**src/rtl/pmx_pkg.sv**
```systemverilog
package pmx_pkg;
  localparam int ADDR_W   = 6;
  localparam int NUM_GRP  = 8;
  localparam int NUM_FUNC = 4;

  typedef enum logic [2:0] {
    GRP_OWN, GRP_OE, GRP_DATA, GRP_PU, GRP_MD, GRP_FLT, GRP_PD, GRP_FMODE
  } grp_e;

  localparam logic [1:0] SUB_SET  = 2'd0;
  localparam logic [1:0] SUB_CLR  = 2'd1;
  localparam logic [1:0] SUB_STAT = 2'd2;

  localparam logic [ADDR_W-1:0] A_SEL1  = 6'h20;
  localparam logic [ADDR_W-1:0] A_SEL2  = 6'h21;
  localparam logic [ADDR_W-1:0] A_STDIS = 6'h22;
  localparam logic [ADDR_W-1:0] A_DIV   = 6'h23;
  localparam logic [ADDR_W-1:0] A_LEVEL = 6'h24;
endpackage

```
**src/rtl/pmx_setclr.sv**
```systemverilog
module pmx_setclr #(
  parameter int           W       = 32,
  parameter logic [W-1:0] RST_VAL = '0
) (
  input  logic         clk_i,
  input  logic         rst_ni,
  input  logic         set_i,
  input  logic         clr_i,
  input  logic [W-1:0] wdata_i,
  output logic [W-1:0] q_o
);
  always_ff @(posedge clk_i or negedge rst_ni) begin
    if (!rst_ni)    q_o <= RST_VAL;
    else if (set_i) q_o <= q_o | wdata_i;
    else if (clr_i) q_o <= q_o & ~wdata_i;
  end

  AST_SET_ORS: assert property (@(posedge clk_i) disable iff (!rst_ni)
    set_i |=> ((q_o & $past(wdata_i)) == $past(wdata_i)));
  AST_CLR_ANDS: assert property (@(posedge clk_i) disable iff (!rst_ni)
    clr_i |=> ((q_o & $past(wdata_i)) == '0));
  AST_ZERO_KEEPS: assert property (@(posedge clk_i) disable iff (!rst_ni)
    (set_i || clr_i) |=> ((q_o & ~$past(wdata_i)) == ($past(q_o) & ~$past(wdata_i))));
  AST_IDLE_STABLE: assert property (@(posedge clk_i) disable iff (!rst_ni)
    (!set_i && !clr_i) |=> $stable(q_o));
endmodule

```
**src/rtl/pmx_sync.sv**
```systemverilog
module pmx_sync #(
  parameter int W = 32
) (
  input  logic         clk_i,
  input  logic         rst_ni,
  input  logic [W-1:0] d_i,
  output logic [W-1:0] q_o
);
  logic [W-1:0] meta_q;
  logic [1:0]   warm_q;

  always_ff @(posedge clk_i or negedge rst_ni) begin
    if (!rst_ni) begin
      meta_q <= '0;
      q_o    <= '0;
    end else begin
      meta_q <= d_i;
      q_o    <= meta_q;
    end
  end

  // counts edges since reset so the latency check never looks before it
  always_ff @(posedge clk_i or negedge rst_ni) begin
    if (!rst_ni)              warm_q <= 2'd0;
    else if (warm_q != 2'd2)  warm_q <= warm_q + 2'd1;
  end

  AST_SYNC_LAT: assert property (@(posedge clk_i) disable iff (!rst_ni)
    (warm_q == 2'd2) |-> (q_o == $past(d_i, 2)));
endmodule

```
**src/rtl/pmx_pad_path.sv**
```systemverilog
module pmx_pad_path import pmx_pkg::*; #(
  parameter int PINS = 32
) (
  input  logic                     clk_i,
  input  logic                     rst_ni,
  input  logic [PINS-1:0]          own_i,
  input  logic [PINS-1:0]          oe_i,
  input  logic [PINS-1:0]          dat_i,
  input  logic [PINS-1:0]          md_i,
  input  logic [PINS-1:0]          sel1_i,
  input  logic [PINS-1:0]          sel2_i,
  input  logic [NUM_FUNC*PINS-1:0] per_oe_i,
  input  logic [NUM_FUNC*PINS-1:0] per_out_i,
  output logic [PINS-1:0]          pad_oe_o,
  output logic [PINS-1:0]          pad_out_o
);
  for (genvar p = 0; p < PINS; p++) begin : g_pin
    logic [NUM_FUNC-1:0] oe_opt, out_opt;
    logic [1:0]          fsel;
    logic                want_oe, want_val;

    for (genvar f = 0; f < NUM_FUNC; f++) begin : g_fn
      assign oe_opt[f]  = per_oe_i[f*PINS + p];
      assign out_opt[f] = per_out_i[f*PINS + p];
    end

    assign fsel     = {sel2_i[p], sel1_i[p]};
    assign want_oe  = own_i[p] ? oe_i[p]  : oe_opt[fsel];
    assign want_val = own_i[p] ? dat_i[p] : out_opt[fsel];

    // open-drain: drive only a low level
    assign pad_oe_o[p]  = md_i[p] ? (want_oe & ~want_val) : want_oe;
    assign pad_out_o[p] = md_i[p] ? 1'b0 : want_val;

    AST_OD_FLOAT_HIGH: assert property (@(posedge clk_i) disable iff (!rst_ni)
      (own_i[p] && md_i[p] && dat_i[p]) |-> !pad_oe_o[p]);
    AST_OWN_FOLLOWS: assert property (@(posedge clk_i) disable iff (!rst_ni)
      (own_i[p] && !md_i[p]) |-> (pad_oe_o[p] == oe_i[p] && pad_out_o[p] == dat_i[p]));
  end
endmodule

```
**src/rtl/pmx_bank.sv**
```systemverilog
module pmx_bank import pmx_pkg::*; #(
  parameter int PINS  = 32,
  parameter int DIV_W = 14
) (
  input  logic                     clk_i,
  input  logic                     rst_ni,
  input  logic                     bus_we_i,
  input  logic [ADDR_W-1:0]        bus_addr_i,
  input  logic [PINS-1:0]          bus_wdata_i,
  output logic [PINS-1:0]          bus_rdata_o,
  input  logic [NUM_FUNC*PINS-1:0] per_oe_i,
  input  logic [NUM_FUNC*PINS-1:0] per_out_i,
  input  logic [PINS-1:0]          pad_in_i,
  output logic [PINS-1:0]          pad_oe_o,
  output logic [PINS-1:0]          pad_out_o,
  output logic [PINS-1:0]          pad_pu_o,
  output logic [PINS-1:0]          pad_pd_o,
  output logic [PINS-1:0]          pad_st_dis_o,
  output logic [PINS-1:0]          filt_en_o,
  output logic [PINS-1:0]          filt_deb_o,
  output logic [DIV_W-1:0]         filt_div_o,
  output logic [PINS-1:0]          pin_level_o
);
  logic              in_grp;
  logic [2:0]        grp;
  logic [1:0]        sub;
  logic [NUM_GRP-1:0] set_v, clr_v;
  logic [PINS-1:0]   grp_q [NUM_GRP];
  logic [PINS-1:0]   sel1_q, sel2_q, stdis_q, lvl;
  logic [DIV_W-1:0]  div_q;

  assign in_grp = ~bus_addr_i[ADDR_W-1];
  assign grp    = bus_addr_i[4:2];
  assign sub    = bus_addr_i[1:0];

  for (genvar g = 0; g < NUM_GRP; g++) begin : g_attr
    localparam logic [PINS-1:0] RV =
      (g == int'(GRP_OWN) || g == int'(GRP_PU)) ? {PINS{1'b1}} : {PINS{1'b0}};
    assign set_v[g] = bus_we_i & in_grp & (grp == 3'(g)) & (sub == SUB_SET);
    assign clr_v[g] = bus_we_i & in_grp & (grp == 3'(g)) & (sub == SUB_CLR);
    pmx_setclr #(.W(PINS), .RST_VAL(RV)) u_reg (
      .clk_i   (clk_i),
      .rst_ni  (rst_ni),
      .set_i   (set_v[g]),
      .clr_i   (clr_v[g]),
      .wdata_i (bus_wdata_i),
      .q_o     (grp_q[g])
    );
  end

  always_ff @(posedge clk_i or negedge rst_ni) begin
    if (!rst_ni) begin
      sel1_q  <= '0;
      sel2_q  <= '0;
      stdis_q <= '0;
      div_q   <= '0;
    end else if (bus_we_i) begin
      case (bus_addr_i)
        A_SEL1:  sel1_q  <= bus_wdata_i;
        A_SEL2:  sel2_q  <= bus_wdata_i;
        A_STDIS: stdis_q <= bus_wdata_i;
        A_DIV:   div_q   <= bus_wdata_i[DIV_W-1:0];
        default: ;
      endcase
    end
  end

  pmx_sync #(.W(PINS)) u_sync (
    .clk_i  (clk_i),
    .rst_ni (rst_ni),
    .d_i    (pad_in_i),
    .q_o    (lvl)
  );

  pmx_pad_path #(.PINS(PINS)) u_pad (
    .clk_i     (clk_i),
    .rst_ni    (rst_ni),
    .own_i     (grp_q[GRP_OWN]),
    .oe_i      (grp_q[GRP_OE]),
    .dat_i     (grp_q[GRP_DATA]),
    .md_i      (grp_q[GRP_MD]),
    .sel1_i    (sel1_q),
    .sel2_i    (sel2_q),
    .per_oe_i  (per_oe_i),
    .per_out_i (per_out_i),
    .pad_oe_o  (pad_oe_o),
    .pad_out_o (pad_out_o)
  );

  always_comb begin
    bus_rdata_o = '0;
    if (in_grp) begin
      if (sub == SUB_STAT)
        bus_rdata_o = (grp == GRP_PU) ? ~grp_q[GRP_PU] : grp_q[grp];
    end else begin
      case (bus_addr_i)
        A_SEL1:  bus_rdata_o = sel1_q;
        A_SEL2:  bus_rdata_o = sel2_q;
        A_STDIS: bus_rdata_o = stdis_q;
        A_DIV:   bus_rdata_o = PINS'(div_q);
        A_LEVEL: bus_rdata_o = lvl;
        default: bus_rdata_o = '0;
      endcase
    end
  end

  assign pad_pu_o     = grp_q[GRP_PU];
  assign pad_pd_o     = grp_q[GRP_PD];
  assign filt_en_o    = grp_q[GRP_FLT];
  assign filt_deb_o   = grp_q[GRP_FMODE];
  assign filt_div_o   = div_q;
  assign pad_st_dis_o = stdis_q;
  assign pin_level_o  = lvl;

  AST_STROBE_READ_ZERO: assert property (@(posedge clk_i) disable iff (!rst_ni)
    (in_grp && (sub == SUB_SET || sub == SUB_CLR)) |-> (bus_rdata_o == '0));
  AST_PU_READ_LOW: assert property (@(posedge clk_i) disable iff (!rst_ni)
    (in_grp && grp == GRP_PU && sub == SUB_STAT) |-> (bus_rdata_o == ~pad_pu_o));
  AST_LEVEL_READ: assert property (@(posedge clk_i) disable iff (!rst_ni)
    (bus_addr_i == A_LEVEL) |-> (bus_rdata_o == pin_level_o));
endmodule

```
**config.mk**
```make
export PLATFORM = sky130hd
export DESIGN_NAME = pmx_bank
export DESIGN_NICKNAME = d
export VERILOG_FILES = /design/src/rtl/pmx_pkg.sv /design/src/rtl/pmx_setclr.sv /design/src/rtl/pmx_sync.sv /design/src/rtl/pmx_pad_path.sv /design/src/rtl/pmx_bank.sv
export SDC_FILE = /design/constraint.sdc
export NUM_CORES = 1
export LEC_CHECK = 0
export ABC_AREA = 1
export BUFFER_PORTS_ARGS = -buffer_cell sky130_fd_sc_hd__buf_4
export CORE_AREA = 4 4 247 249
export CTS_BUF_LIST = sky130_fd_sc_hd__clkbuf_4 sky130_fd_sc_hd__clkbuf_8
export CTS_CLUSTER_DIAMETER = 100
export CTS_CLUSTER_SIZE = 14
export DETAILED_ROUTE_END_ITERATION = 16
export DIE_AREA = 0 0 251 253
export SETUP_SLACK_MARGIN = 0.2
export SYNTH_ARGS = -nofsm -noshare
export SYNTH_HDL_FRONTEND = slang
export SYNTH_SLANG_ARGS = --single-unit
```
**constraint.sdc**
```tcl
create_clock -name clk_i -period 1.95 [get_ports clk_i]
set_clock_uncertainty 0.2 [all_clocks]
set_input_delay 0.39 -clock clk_i [delete_from_list [all_inputs] [get_ports clk_i]]
set_output_delay 0.39 -clock clk_i [all_outputs]
set_load 0.03 [all_outputs]
```
==> flow_summary.toml <==
[die]
die_h_um = 253
die_area_sq_mm = 0.0635
core_region_area_sq_mm = 0.0587
num_io_pins = 631
fp-row-count = 89
dieWidth_um = 251
start_util = 0.384

[detailed_routing]
first_pass_iters = 8
drcViolationCount = 0
wl_met3_um = 7440
totalWireLength_um = 102000
viasPerCell = 5.24
top_layer = "met4"
ant_nets = 0
first_iter_violations = 2252
wl_met2_um = 49000
wl_per_cell_um = 21.5
drt-met1-wl_um = 42400
via_count = 24800

[final_layout]
drive_gt1_frac = 0.370
utilization = 0.569
num-fill-cells = 5602
seqCellArea_sq_mm = 0.0109
layout_common_cells = "nand2_1, o21ai_0, buf_4"
fin_nets = 4271
final_common_cell = "nand2_1"
multiInputGateArea_sq_mm = 0.0112
area_growth_pct = 48.1

[sta]
worstMarginPinSlew_ns = 0.597
relSlewSlack = 0.601
rsz0062_at_grt = "true"
maxSlewViolCount = 0
min_period_over_period = 1.28
fmax_mhz = 401
min_period_ns = 2.49
setup_slack_ns = -0.544
setup_tns_ns = -38.24
setup_viol = 103
hold_violations = 0

[critical_path]
crit_chain = "inv_2, nand2_1, nand3_2, nand2_2, nand2_2, nand2_1, nand2_1, nand2_1, inv_2, buf_6"
critPathCaptureType = "output port"
r2r_end = "sel1_q[10]"
reg2reg_slack_ns = 0.69
slowest_delay_ns = 0.47
cpMaxStageDelayCell = "dfrtp_2"
rr_startpoint = "sel1_q[10]"
critPathArrivalTime_ns = 1.90
criticalPathCategory = "flop to output port"
crit_start = "sel1_q[10]"
critPathMaxFanout = 6
start_kind = "flop"
required_ns = 1.36
crit_path_end = "pad_oe_o[10]"
reg2regPathDepth = 5
crit_top_cell = "nand2_1"

[pwr]
ir_drop_mv = 0.532
power_density_mw_per_mm2 = 784
leakagePower_nw = 16.5
power.total_w = 0.0262

[clocking]
clk_pin_slew_ns = 0.10
numCtsBuffers = 36
htreeDepth = 2
clockRootBuffer = "clkbuf_8"
cts_sinks = 430
clockBufferDepth = 3
insertion_delay_ns = 0.62
cts_tree = "done"

[grt]
overflow = 0
grt_pass1_vias = 23300
grt_start_max_net_pins = 92
grt_pass1_wl_um = 147000
antenna_found_initial = 1
groute.usage.overall = 0.299

[yosys]
synth_cells = 3183
synthesis.nets = 3512
synth_cell_types = 22
yosysSeqAreaShare = 0.481
yosysTopAreaCell = "dfrtp_1"
synth_area_leaders = "dfrtp_1, nand2_1, o21ai_0"
synth_top_area_share = 0.406
ys_ff_latch = 430
syn_area_sq_mm = 0.0225
syn-mean-instance-area_sq_um = 7.08
yosys_warnings = 0

[outcome]
violations = "negative setup slack"
outcome = "finished with violations"

[place]
portBuffers = 630
gp_congestion = 0.894
dp_hpwl_um = 72100

[flow_run]
max-cap-violations = 0

[min_path]
hold_class = "primary input to flop"
[per-stage QoR]
stage | cells | area [sq um] | hold slack (ns) | worst slack, ns
6_report | 4738 | 33400 | 0.0581 | -0.544
5_1_grt | 4738 | 33400 | 0.0770 | -0.645
4_1_cts | 4681 | 32000 | 0.00704 | -0.559
3_5_place_dp | 4534 | 29600 | 0.0413 | -0.419
3_3_place_gp | 4534 | 29600 | 0.0417 | -0.433
2_1_floorplan | 3183 | 23200 | -0.106 | 0.0666
[worst min-delay path by stage]
stage                    start    endpoint  slack (ns)  depth (start not counted)
2_1_floorplan           rst_ni   async pin       -0.11                          0
3_3_place_gp            rst_ni  sel2_q[14]        0.04                          1
3_5_place_dp            rst_ni  sel2_q[14]        0.04                          1
4_1_cts        bus_wdata_i[25]  sel1_q[25]       0.007                          3
5_1_grt         bus_wdata_i[4]        flop        0.08                          3
6_report       bus_wdata_i[17]  sel1_q[17]        0.06                          3
[Yosys cell counts (all sizes together)]
master and instances:
nand2 1027, nor3 2, nand3 218, o21ai 736
a21oi 32, nor2 233, nand4 23, or2 1
clkbuf 144, buf 38, clkinv 1, dfstp 64
inv 298, dfrtp 366
[area by class of cell]
class | count | area share
well taps | 773 | 0.0290
clock buffers | 59 | 0.0202
flip-flops and latches | 430 | 0.327
clock inverters | 1 | 0.000900
diodes | 1 | 0.0000750
multi-input cells | 2272 | 0.336
inverters | 299 | 0.0347
repair buffers | 903 | 0.253
[critical path, delay by kind of cell (launching register included)]
kind | cells | cell delay, ns
buf+inv | 3 | 0.33
flops | 1 | 0.47
simple gates | 7 | 0.46
[layer usage]
metal | track usage | vias to the layer above
met1 | 0.402 | 11900
met5 | 0 | -
met2 | 0.499 | 1047
met4 | 0.0884 | 0
li1 | - | 11700
met3 | 0.0535 | 177
[cells by family (layout without fill, tap and decap cells)]
| group | count (synthesis) | after routing | synth area share |
|---|---|---|---|
| AND/OR/NAND/NOR | 1504 | 1504 | 0.267 |
| flip-flops | 430 | 430 | 0.481 |
| other | 0 | 1 | 0 |
| AO/OA/AOI/OAI | 768 | 768 | 0.171 |
| buffers and inverters | 481 | 1262 | 0.0813 |
[power by group]
group,total (W),internal (W),switching (W)
Combinational,0.00926,0.00383,0.00542
Clock,0.00550,0.00232,0.00318
Sequential,0.0114,0.0101,0.00127
Total,0.0262,0.0163,0.00988
[timing repair]
action | in CTS | in global routing
endpoints found under the setup margin | 302 | 302
gates cloned | 0 | 7
gates resized for setup | 364 | 296
hold buffers | 36 | 0
pin swaps | 101 | 180
setup buffers | 51 | 49
hold endpoints to repair | 415 | 0
(Power assumes the default switching activity.)
